==> src/rtl/irqc_pkg.sv <==
package irqc_pkg;
  localparam int ADDR_W = 3;

  typedef enum logic [ADDR_W-1:0] {
    IDX_LMODE = 3'd0,
    IDX_ADMIT = 3'd1,
    IDX_PEND  = 3'd2,
    IDX_FWD   = 3'd3,
    IDX_ACK   = 3'd4,
    IDX_OMODE = 3'd5
  } reg_idx_e;
endpackage

==> src/rtl/irqc_regs.sv <==
module irqc_regs
  import irqc_pkg::*;
#(
  parameter int N_CH   = 32,
  parameter int DATA_W = 32
) (
  input  logic              clk,
  input  logic              rst_n,
  input  logic              bus_req,
  input  logic              bus_wr,
  input  logic [ADDR_W-1:0] bus_addr,
  input  logic [DATA_W-1:0] bus_wdata,
  input  logic [N_CH-1:0]   pend_i,
  output logic [N_CH-1:0]   lmode_o,
  output logic [N_CH-1:0]   admit_o,
  output logic [N_CH-1:0]   fwd_o,
  output logic              strobe_o,
  output logic [N_CH-1:0]   ack_o,
  output logic [DATA_W-1:0] rd_data,
  output logic              rd_valid
);
  logic [N_CH-1:0]   lmode_q, admit_q, fwd_q;
  logic              omode_q;
  logic [DATA_W-1:0] rdat_q, rdat_d;
  logic              rval_q;
  logic              wr_acc, rd_acc;
  logic              we_lmode, we_admit, we_fwd, we_omode;
  reg_idx_e          idx;

  assign idx    = reg_idx_e'(bus_addr);
  assign wr_acc = bus_req & bus_wr;
  assign rd_acc = bus_req & ~bus_wr;

  always_comb begin
    we_lmode = wr_acc & (idx == IDX_LMODE);
    we_admit = wr_acc & (idx == IDX_ADMIT);
    we_fwd   = wr_acc & (idx == IDX_FWD);
    we_omode = wr_acc & (idx == IDX_OMODE);
    ack_o    = (wr_acc & (idx == IDX_ACK)) ? bus_wdata[N_CH-1:0] : '0;
  end

  always_comb begin
    rdat_d = '0;
    unique case (idx)
      IDX_LMODE: rdat_d[N_CH-1:0] = lmode_q;
      IDX_ADMIT: rdat_d[N_CH-1:0] = admit_q;
      IDX_PEND:  rdat_d[N_CH-1:0] = pend_i;
      IDX_FWD:   rdat_d[N_CH-1:0] = fwd_q;
      IDX_OMODE: rdat_d[0]        = omode_q;
      default:   rdat_d           = '0;
    endcase
  end

  always_ff @(posedge clk or negedge rst_n) begin
    if (!rst_n) begin
      lmode_q <= '0;
      admit_q <= '0;
      fwd_q   <= '0;
      omode_q <= 1'b0;
      rdat_q  <= '0;
      rval_q  <= 1'b0;
    end else begin
      if (we_lmode) lmode_q <= bus_wdata[N_CH-1:0];
      if (we_admit) admit_q <= bus_wdata[N_CH-1:0];
      if (we_fwd)   fwd_q   <= bus_wdata[N_CH-1:0];
      if (we_omode) omode_q <= bus_wdata[0];
      if (rd_acc)   rdat_q  <= rdat_d;
      rval_q <= rd_acc;
    end
  end

  assign lmode_o  = lmode_q;
  assign admit_o  = admit_q;
  assign fwd_o    = fwd_q;
  assign strobe_o = omode_q;
  assign rd_data  = rval_q ? rdat_q : '0;
  assign rd_valid = rval_q;
endmodule

==> src/rtl/irqc_detect.sv <==
module irqc_detect #(
  parameter int N_CH = 32
) (
  input  logic            clk,
  input  logic            rst_n,
  input  logic [N_CH-1:0] lines_i,
  input  logic [N_CH-1:0] lmode_i,
  input  logic [N_CH-1:0] admit_i,
  output logic [N_CH-1:0] evt_o
);
  logic [N_CH-1:0] prev_q;
  logic [N_CH-1:0] raw;

  for (genvar g = 0; g < N_CH; g++) begin : g_ch
    always_comb begin
      if (lmode_i[g]) raw[g] = lines_i[g] & ~prev_q[g];
      else            raw[g] = lines_i[g];
    end
    assign evt_o[g] = raw[g] & admit_i[g];
  end

  always_ff @(posedge clk or negedge rst_n) begin
    if (!rst_n) prev_q <= '0;
    else        prev_q <= lines_i;
  end
endmodule

==> src/rtl/irqc_pend.sv <==
module irqc_pend #(
  parameter int N_CH = 32
) (
  input  logic            clk,
  input  logic            rst_n,
  input  logic [N_CH-1:0] evt_i,
  input  logic [N_CH-1:0] ack_i,
  output logic [N_CH-1:0] pend_o
);
  logic [N_CH-1:0] pend_q, pend_d;
  logic            upd;

  always_comb begin
    pend_d = (pend_q & ~ack_i) | evt_i;
    upd    = (|evt_i) | (|ack_i);
  end

  always_ff @(posedge clk or negedge rst_n) begin
    if (!rst_n)   pend_q <= '0;
    else if (upd) pend_q <= pend_d;
  end

  assign pend_o = pend_q;
endmodule

==> src/rtl/irqc_out.sv <==
module irqc_out #(
  parameter int N_CH = 32
) (
  input  logic            clk,
  input  logic            rst_n,
  input  logic [N_CH-1:0] pend_i,
  input  logic [N_CH-1:0] fwd_i,
  input  logic            strobe_i,
  output logic            irq_o
);
  logic act, act_q, out_d, out_q;

  always_comb begin
    act   = |(pend_i & fwd_i);
    out_d = strobe_i ? (act & ~act_q) : act;
  end

  always_ff @(posedge clk or negedge rst_n) begin
    if (!rst_n) begin
      act_q <= 1'b0;
      out_q <= 1'b0;
    end else begin
      act_q <= act;
      out_q <= out_d;
    end
  end

  assign irq_o = out_q;
endmodule

==> src/rtl/irqc_top.sv <==
module irqc_top
  import irqc_pkg::*;
#(
  parameter int N_CH   = 32,
  parameter int DATA_W = 32
) (
  input  logic              clk,
  input  logic              rst_n,
  input  logic              bus_req,
  input  logic              bus_wr,
  input  logic [2:0]        bus_addr,
  input  logic [DATA_W-1:0] bus_wdata,
  output logic [DATA_W-1:0] rd_data,
  output logic              rd_valid,
  input  logic [N_CH-1:0]   irq_lines,
  output logic              irq_out
);
  logic [N_CH-1:0] lmode_w, admit_w, fwd_w, ack_w, evt_w, pend_w;
  logic            strobe_w;

  irqc_regs #(.N_CH(N_CH), .DATA_W(DATA_W)) u_regs (
    .clk(clk), .rst_n(rst_n), .bus_req(bus_req), .bus_wr(bus_wr),
    .bus_addr(bus_addr), .bus_wdata(bus_wdata), .pend_i(pend_w),
    .lmode_o(lmode_w), .admit_o(admit_w), .fwd_o(fwd_w),
    .strobe_o(strobe_w), .ack_o(ack_w), .rd_data(rd_data), .rd_valid(rd_valid)
  );

  irqc_detect #(.N_CH(N_CH)) u_det (
    .clk(clk), .rst_n(rst_n), .lines_i(irq_lines), .lmode_i(lmode_w),
    .admit_i(admit_w), .evt_o(evt_w)
  );

  irqc_pend #(.N_CH(N_CH)) u_pend (
    .clk(clk), .rst_n(rst_n), .evt_i(evt_w), .ack_i(ack_w), .pend_o(pend_w)
  );

  irqc_out #(.N_CH(N_CH)) u_out (
    .clk(clk), .rst_n(rst_n), .pend_i(pend_w), .fwd_i(fwd_w),
    .strobe_i(strobe_w), .irq_o(irq_out)
  );
endmodule

==> config.mk <==
export PLATFORM = sky130hd
export DESIGN_NAME = irqc_top
export DESIGN_NICKNAME = d
export VERILOG_FILES = /design/src/rtl/irqc_pkg.sv /design/src/rtl/irqc_regs.sv /design/src/rtl/irqc_detect.sv /design/src/rtl/irqc_pend.sv /design/src/rtl/irqc_out.sv /design/src/rtl/irqc_top.sv
export SDC_FILE = /design/constraint.sdc
export NUM_CORES = 1
export LEC_CHECK = 0
export CORE_MARGIN = 10
export CORE_UTILIZATION = 35
export DETAILED_ROUTE_END_ITERATION = 16
export GPL_ROUTABILITY_DRIVEN = 0
export PLACE_DENSITY = 0.6
export SYNTH_ARGS = -nofsm -noshare
export SYNTH_HDL_FRONTEND = slang
export SYNTH_SLANG_ARGS = --single-unit
==> constraint.sdc <==
create_clock -name clk -period 1.8 [get_ports clk]
set_input_delay 0.54 -clock clk [delete_from_list [all_inputs] [get_ports clk]]
set_output_delay 0.54 -clock clk [all_outputs]
set_load 0.01 [all_outputs]
# == After elaboration in Yosys (flattened, before gate mapping) ==
# Index checks and enable logic that the tools add are counted.
# word_totals
reg_bits,196
input_bits,71
output_inout_bits,34
word_cells,167
# op_classes
n_eq_ne,5
n_mux,37
bitwise_logic,111
n_reduce_logical,4
# op_table
op,n
$pmux W31 S4,1
$reduce_or A32 Y1,3
$and A1 B1 Y1,72
$and A32 B32 Y32,2
$mux W32,2
$not A1 Y1,34
$mux W1,33
$not A32 Y32,1
$or A32 B32 Y32,1
$eq A3 B2 Y1 const B,2
$eq A3 B3 Y1 const B,2
$pmux W1 S5,1
$eq A3 B1 Y1 const B,1
$logic_not A3 Y1,1
$or A1 B1 Y1,1

# == Depth between registers and ports, before layout ==
# Gate-level depths: netlist (run 1).
# logic_depth
ltp_word,6
ltp_mapped,6
ltp_nobuf,4

# == Cells and area by module ==
# From an unflattened synthesis (run 1), not the netlist that was laid out.
# unflattened
hier_cells,619
hier_area_um2,8612.0
# by_module_without_submodules
mod,n_inst,cells_per_inst,area_each_um2
irqc_regs,1,403,6035.8
irqc_detect,1,96,1201.2
irqc_pend,1,96,1161.1
irqc_out,1,24,214.0

# == Least setup slack after synthesis (run 1) ==
# OpenSTA, ideal clock, no wires.
# synth_timing
kind,in2reg
start,input port bus_addr[1]
end,register u_regs.lmode_q[10] (netlist: u_regs.lmode_o[10])
t_arrival_ns,1.672
required_ns,1.672
setup_slack_ns,0.001
cell_stages,5
n_path_buf,2
cell_sequence,nor3_1 and3_1 buf_2 buf_4 mux2_1
# synth_via
elab_chain_len,2
# synth_lines
item,line_no,text
from (decl),irqc_top.sv:11,"input logic [2:0] bus_addr,"
$logic_not A3 Y1,irqc_regs.sv:35,we_lmode = wr_acc & (idx == IDX_LMODE);
$and A1 B1 Y1,irqc_regs.sv:35,
to (signal assigned),irqc_regs.sv:63,if (we_lmode) lmode_q <= bus_wdata[N_CH-1:0];
to (decl),irqc_regs.sv:22,"logic [N_CH-1:0] lmode_q, admit_q, fwd_q;"
# Every way passes these cells.
# A chain may end at the register's enable or synchronous reset.

# == Worst setup path in the final report (run 1) ==
# layout_timing
start,register u_regs.rval_q (netlist: u_regs.rd_valid)
end,output port rd_data[0]
# layout_via
elab_chain_len,1
# layout_lines
item,line_no,text
from (decl),irqc_regs.sv:25,logic rval_q;
from (signal assigned),irqc_regs.sv:68,rval_q <= rd_acc;
$mux W32,irqc_regs.sv:76,assign rd_data = rval_q ? rdat_q : '0;
to (decl),irqc_top.sv:13,"output logic [DATA_W-1:0] rd_data,"
# Every way passes these cells.

==> results.md, run 1 <==
| Item | This run |
|---|---|
| Run status | finished, violations left |
| Failing checks | setup timing |
| Core area | 22600 um2 |
| Count of hold buffers inserted by post-cts repair | 0 |
| Post-placement worst setup slack | -0.627 ns |
| Least-Margin Pin Slew | 0.422 ns |
| Setup WS post-layout | -0.168 ns |
| Achievable clock frequency | 508 MHz |
| Power per Cell Area | 1030 nW/um2 |
| Final HPWL from detailed placement | 16.3 mm |
| Final net count | 841 |
| Avg Synthesized Cell Area | 12.9 um2 |
| Finished Core Util | 47.5% |
| Post-route DRC violation count | 0 |
| Setup repair after global routing missed its margin | yes |
| Netlist cell types | 29 |
| Post-Synthesis Net Count | 694 |
| Number of slew-limit violations in the final report | 0 |
| Clock tree buffer depth | 2 |
| CTS Sinks | 196 |
| Effective utilization at floorplan | 35.5% |
| Worst-path fanout max | 6 |
| Relative slew slack | 71.8% |
| Top layer in use | met4 |
| Area growth from synthesis to layout | 33.7% |
| Launching element type of the critical path | register |
| Area of the mapped netlist | 8040 um2 |
| Crit path time final | 1.97 ns |
| Number of global-route vias before repair | 6486 |
| Crit path kind | register to output port |
| Post-detailed-route via-to-cell ratio | 5.50 |
| Kind of path behind the tightest hold check | input port to async pin |
| Post-detailed-route count of antenna-violating nets | 0 |
| Sort of element at the end of the critical path | output port |
| Most area-consuming cells after synthesis | sky130_fd_sc_hd__dfrtp_1 61%, sky130_fd_sc_hd__mux2_1 13%, sky130_fd_sc_hd__nand2_1 4.4%, sky130_fd_sc_hd__a32o_1 4.0%, sky130_fd_sc_hd__a221oi_1 3.4% |
| Routed len/inst | 22.2 um |
| Count of H-tree levels built during CTS | 4 |
| Latest clock arrival within the worst-skew pair | 0.43 ns |
| Iteration count of the initial detailed-routing pass | 5 |
| Maximum vdd ir drop | 659 uV |
| Die outline height | 172 um |
| Inserted Clock Buffers | 17 |
| Remaining Overflow, GRT | 0 |
| Routed vias | 5872 |
| Clock input transition at the sequential cells of the worst setup and hold paths | 0.07 ns |
| Synth Register Bits | 196 |
| Setup TNS after final layout | -3.96 ns |
| Share of post-route cells with drive strength above 1 | 21.1% |
| Cell type with the highest aggregate area in the netlist | sky130_fd_sc_hd__dfrtp_1 |
| Post-route clock skew | 0.00710 ns |
| Final setup violation count | 33 |
| Number of fill cells in the layout | 1970 |
| Total number of yosys warnings | 0 |
| Share of the synthesized area in the top cell type | 61.0% |
| Leak | 4.58 nW |
| Wire length of the first global-routing pass | 37.0 mm |
| Post-synthesis sequential area ratio | 61.0% |
| Number of violations of the max-capacitance limit | 0 |
| Clock tree from TritonCTS | done |
| Std-Cell Rows | 55 |
| Met3 routed wirelength | 1.47 mm |
| CP required | 1.26 ns |
| Area of the die | 29400 um2 |
| Met2 routed wirelength | 11.5 mm |
| IO Port Bufs | 104 |
| Data arrival, critical path | 1.43 ns |
| Fin crit share | 109% |
| Chip width | 172 um |
| WL met1 | 10.0 mm |
| Count of final hold-check violations | 0 |
| Hold_ws | 0.0224 ns |
| Clock tree root driver cell | sky130_fd_sc_hd__clkbuf_16 |
| I/O pin count | 105 |
| Depth of the most critical reg-to-reg path | 4 |
| All-layer global routing usage | 16.4% |
| Pin count of the biggest net entering global routing | 43 |
| Number of antenna violations at the first check in global routing | 1 |
| Gate Count Post-Synth | 623 |
| Wirelength, routed | 23.6 mm |
| Starting DRT DRC Count | 284 |
## power breakdown
part	internal, mW	switching, mW	total, mW
clock	1.94	1.65	3.58
sequential	5.17	0.610	5.78
combinational	0.946	0.739	1.69
total	8.05	3.00	11.0
## final timing paths
path | endpoint | slack [ns] | from
max in group asynchronous | u_regs.rdat_q[23] | 1.19 | rst_n
min in group clk | u_out.irq_o | 0.42 | u_out.act_q
max | rd_data[0] | -0.17 | u_regs.rd_valid
min | u_det.prev_q[15] | 0.02 | rst_n
max reg2reg | u_out.irq_o | 0.07 | u_pend.pend_o[15]
min reg2reg | u_out.irq_o | 0.42 | u_out.act_q
## registers in the layout (all words and copies together), names as in the netlist
register / cells
u_regs.rdat_q: 32
u_out.irq_o: 1
u_pend.pend_o: 32
u_regs.admit_o: 32
u_regs.fwd_o: 32
u_out.act_q: 1
u_det.prev_q: 32
u_regs.lmode_o: 32
u_regs.strobe_o: 1
u_regs.rd_valid: 1
## layout make-up
cell class,instances,area [um2],share of cell area (%)
inverter,1,3.75,0.0349
multi-input combinational,388,3080,28.6
sequential,196,4910,45.6
timing repair buffer,166,1860,17.3
antenna,1,2.50,0.0233
clock inverter,11,105,0.977
clock buffer,19,443,4.12
tap,285,357,3.32
## Yosys cell counts
library cell and n:
sky130_fd_sc_hd__dfrtp_1 196, sky130_fd_sc_hd__mux2_1 96, sky130_fd_sc_hd__nand2_1 95, sky130_fd_sc_hd__a32o_1 32, sky130_fd_sc_hd__and2_1 32, sky130_fd_sc_hd__a221oi_1 31
sky130_fd_sc_hd__a22o_1 31, sky130_fd_sc_hd__o21ai_1 31, sky130_fd_sc_hd__clkbuf_1 24, sky130_fd_sc_hd__a22oi_1 16, sky130_fd_sc_hd__buf_4 9, sky130_fd_sc_hd__buf_2 5
sky130_fd_sc_hd__nand4_1 4, sky130_fd_sc_hd__and3_1 3, sky130_fd_sc_hd__nand2b_1 3, sky130_fd_sc_hd__nor3_1 2, sky130_fd_sc_hd__a21boi_1 1, sky130_fd_sc_hd__a21oi_1 1
sky130_fd_sc_hd__a31oi_1 1, sky130_fd_sc_hd__and3b_1 1, sky130_fd_sc_hd__inv_1 1, sky130_fd_sc_hd__mux2_2 1, sky130_fd_sc_hd__mux4_2 1, sky130_fd_sc_hd__nand3_1 1
sky130_fd_sc_hd__nor2_1 1, sky130_fd_sc_hd__nor2b_1 1, sky130_fd_sc_hd__nor3b_1 1, sky130_fd_sc_hd__nor3b_2 1, sky130_fd_sc_hd__or4_1 1
## through the flow
stage               total power [mW]  instances  area (um2)
floorplan                       6.51        623        8040
global placement                7.33       1017        9830
detailed placement              7.47       1017        9830
CTS                             11.1       1061       10600
global route                    11.6       1067       10800
finish                          11.0       1067       10800
## worst max-delay path: stages, from the launching register on
cell and delay [ns]:
sky130_fd_sc_hd__dfrtp_2 0.45, sky130_fd_sc_hd__buf_12 0.16, sky130_fd_sc_hd__buf_8 0.12, sky130_fd_sc_hd__and2_4 0.15, sky130_fd_sc_hd__buf_6 0.12
## cells in the final DEF (no fill, tap or decap), types with 5 or more instances in the layout
master                              n
sky130_fd_sc_hd__a221oi_1          30
sky130_fd_sc_hd__a22o_1            31
sky130_fd_sc_hd__a22oi_1           14
sky130_fd_sc_hd__a32o_1            32
sky130_fd_sc_hd__and2_1             5
sky130_fd_sc_hd__and2_4            27
sky130_fd_sc_hd__buf_12            18
sky130_fd_sc_hd__buf_2              5
sky130_fd_sc_hd__buf_4             28
sky130_fd_sc_hd__buf_6             37
sky130_fd_sc_hd__clkbuf_16         17
sky130_fd_sc_hd__clkdlybuf4s50_1   65
sky130_fd_sc_hd__dfrtp_1          195
sky130_fd_sc_hd__dlygate4sd2_1      5
sky130_fd_sc_hd__mux2_1            96
sky130_fd_sc_hd__nand2_1           95
sky130_fd_sc_hd__o21ai_1           31
## kinds of logic (layout without fill, tap and decap cells)
family	Yosys count	after routing	synth area share [%]
multiplexers	98	98	13.9
flip-flops	196	196	61.0
AND/OR/NAND/NOR	146	146	8.46
buffers and inverters	39	197	2.32
other	0	1	0
AO/OA/AOI/OAI	144	144	14.4
## per-layer routing
| layer | GRT usage, % | vias to the layer above |
|---|---|---|
| li1 | - | 2606 |
| met1 | 20.4 | 3030 |
| met2 | 27.1 | 198 |
| met3 | 4.40 | 38 |
| met4 | 5.60 | 0 |
| met5 | 0 | - |
## repair_timing
| action | in CTS | in global routing |
|---|---|---|
| cloned | 3 | 1 |
| resized for setup | 194 | 23 |
| buffers inserted | 11 | 5 |
| setup endpoints to repair | 169 | 41 |
| hold endpoints to repair | 0 | 0 |
| pin swaps | 4 | 2 |
Power figures use the tool's default switching activity.
==> inputs of run 2 (changes only) <==
- CORE_UTILIZATION: 35 -> 30
- PLACE_DENSITY: 0.6 -> 0.54
==> run 2 against run 1 <==
Effect of this change:
- the flow still finishes with violations (setup timing)
- critical path depth stayed put
- core utilization is 5.9 points lower
- via count is 3.5% lower
- non-clock buffer count stayed put
- fmax is 0.76% higher
- routed wire length is 0.98% lower
- power is 4.1% higher
- die area is 15% higher
- flip-flop and latch count stayed put
- clock power is 14% higher
- clock skew is 0.0051 ns higher
- global-route usage is 2.2 points lower
- critical path type unchanged
==> results.md, run 2 (same netlist as run 1, synthesis figures left out) <==
| Item | This run |
|---|---|
| Number of violations of the max-capacitance limit | 0 |
| Core area | 26200 um2 |
| Number of inserted diodes | 0 |
| Pin count of the biggest net entering global routing | 40 |
| I/O pin count | 105 |
| Critical Path Most Common Cell | sky130_fd_sc_hd__buf_12 |
| Relative slew slack | 73.2% |
| Internal power of the cells | 8.52 mW |
| Worst setup path startpoint | u_regs.rd_valid |
| Post-detailed-route via-to-cell ratio | 5.07 |
| Leading cell types in the layout, fill and taps excluded | 195 x sky130_fd_sc_hd__dfrtp_1, 96 x sky130_fd_sc_hd__mux2_1, 95 x sky130_fd_sc_hd__nand2_1 |
| Number of slew-limit violations in the final report | 0 |
| Achievable clock frequency | 512 MHz |
| Iteration count of the initial detailed-routing pass | 4 |
| Die outline height | 184 um |
| Leading cell type in the layout, fill and taps excluded | sky130_fd_sc_hd__dfrtp_1 |
| Maximum vdd ir drop | 488 uV |
| Final net count | 841 |
| Kind of path behind the tightest hold check | input port to async pin |
| Sort of element at the end of the critical path | output port |
| Count of final hold-check violations | 0 |
| Leak | 4.61 nW |
| Count of H-tree levels built during CTS | 4 |
| Register share of total power | 50.1% |
| Setup repair after global routing missed its margin | yes |
| Clock tree from TritonCTS | done |
| Delay of the slowest cell on the worst path | 0.44 ns |
| Starting DRT DRC Count | 411 |
| Depth of the most critical reg-to-reg path | 4 |
| Count of hold buffers inserted by post-cts repair | 0 |
| Post-route clock skew | 0.0122 ns |
| CP required | 1.26 ns |
| Launching element type of the critical path | register |
| Wire length of the first global-routing pass | 37.0 mm |
| Area of the die | 33800 um2 |
| CP cell instances | buf_12 -> buf_12 -> and2_4 -> buf_6 |
| Switching part of the total | 26.0% |
| Number of global-route vias before repair | 6150 |
| Post-route DRC violation count | 0 |
| Post-detailed-route count of antenna-violating nets | 0 |
| Failing checks | setup timing |
| Crit path time final | 1.95 ns |
| Worst reg2reg path startpoint | u_pend.pend_o[6] |
| CTS Sinks | 196 |
| Clock tree root driver cell | sky130_fd_sc_hd__clkbuf_16 |
| Clock tree buffer depth | 2 |
| Finished Core Util | 41.6% |
| Final setup violation count | 33 |
| Share of post-route cells with drive strength above 1 | 21.8% |
| Inserted Clock Buffers | 17 |
| Reg2reg end | u_out.irq_o |
| Latest clock arrival within the worst-skew pair | 0.43 ns |
| Routed vias | 5666 |
| Wirelength, routed | 23.4 mm |
| Chip width | 184 um |
| Power per Cell Area | 1060 nW/um2 |
| Number of antenna violations at the first check in global routing | 0 |
| All-layer global routing usage | 14.3% |
| Critical path buffers and inverters | 3 |
| Effective utilization at floorplan | 30.7% |
| Reg-to-reg slack, setup | 0.13 ns |
| Worst-path fanout max | 6 |
| Kind of cell adding the most delay to the critical path | flip-flops |
| Clock network power share | 35.4% |
| Crit path kind | register to output port |
| Run status | finished, violations left |
| Clock input transition at the sequential cells of the worst setup and hold paths | 0.06 ns |
| Final HPWL from detailed placement | 16.5 mm |
| Data arrival, critical path | 1.41 ns |
| IO Port Bufs | 104 |
| Area growth from synthesis to layout | 35.5% |
| Share of power burned in combinational logic | 14.5% |
| Setup WS post-layout | -0.153 ns |
| Remaining Overflow, GRT | 0 |
| Least-Margin Pin Slew | 0.400 ns |
| Fin crit share | 108% |
| Std-Cell Rows | 59 |
| Power dissipated by switching net loads | 2.99 mW |
| Cell with the biggest individual delay on the critical path | sky130_fd_sc_hd__dfrtp_2 |
| Hold_ws | 0.0381 ns |
| Routed len/inst | 20.9 um |
## run 2: cell types whose count changed in the layout (fill, tap and decap cells not counted), moves of 3 or more
cell / change
sky130_fd_sc_hd__clkinvlp_4: -4
sky130_fd_sc_hd__and2_4: +5
sky130_fd_sc_hd__bufinv_16: +3
sky130_fd_sc_hd__clkinv_2: +3
sky130_fd_sc_hd__and2_1: -5
sky130_fd_sc_hd__buf_2: -5
sky130_fd_sc_hd__buf_16: +4
sky130_fd_sc_hd__buf_6: -3
sky130_fd_sc_hd__buf_4: +9
## run 2: worst max path at each step
stage               depth (start not counted)  slack [ns]                  to
detailed placement                          6       -0.59  u_regs.admit_o[26]
finish                                      4       -0.15         rd_data[29]
CTS                                         4       -0.17         rd_data[10]
global placement                            6       -0.57  u_regs.lmode_o[20]
global route                                4       -0.19         rd_data[24]
floorplan                                   5      0.0005  u_regs.lmode_o[10]
## run 2: metal layers
layer	wire length, um	track usage, %	vias up
met1	10600	18.6	2904
met4	113	3.24	0
met2	11400	23.4	137
met5	0	0	-
li1	-	-	2616
met3	1270	3.64	9
## run 2: power groups by stage
stage / combinational, mW / sequential [mW] / clock [mW]
after floorplan: 0.894 / 5.62 / 0
after global placement: 1.57 / 5.83 / 0
after detailed placement: 1.61 / 5.83 / 0
after CTS: 1.69 / 5.76 / 4.17
after global routing: 1.87 / 5.87 / 4.35
final: 1.67 / 5.76 / 4.07
## run 2: per-stage QoR
step	cells	instance area, um2	setup TNS (ns)	worst slack, ns	power [mW]
finish	1118	10900	-4.52	-0.153	11.5
global route	1118	10900	-5.99	-0.193	12.1
CTS	1118	10900	-5.31	-0.173	11.6
detailed placement	1079	9970	-86.00	-0.586	7.44
global placement	1079	9970	-83.96	-0.575	7.40
floorplan	623	8040	0	0.000545	6.51
## run 2: cell type report
| class | count | area [um2] |
|---|---|---|
| Fill cell | 2433 | 15300 |
| Clock buffer | 19 | 453 |
| Clock inverter | 13 | 180 |
| Tap cell | 335 | 419 |
| Inverter | 1 | 3.75 |
| Multi-Input combinational cell | 388 | 3060 |
| Sequential cell | 196 | 4910 |
| Timing Repair Buffer | 166 | 1870 |
## run 2: timing repair
action / CTS / global route
pin swaps: 2 / 2
endpoints found under the setup margin: 188 / 40
setup buffers: 3 / 0
cloned: 4 / 0
resized for setup: 203 / 11
## run 2: worst reg2reg max path: stages, from the launching register on
cell and delay [ns]:
sky130_fd_sc_hd__dfrtp_1 0.41, sky130_fd_sc_hd__a22oi_1 0.34, sky130_fd_sc_hd__nand4_1 0.11, sky130_fd_sc_hd__or4_1 0.54, sky130_fd_sc_hd__a21boi_1 0.14
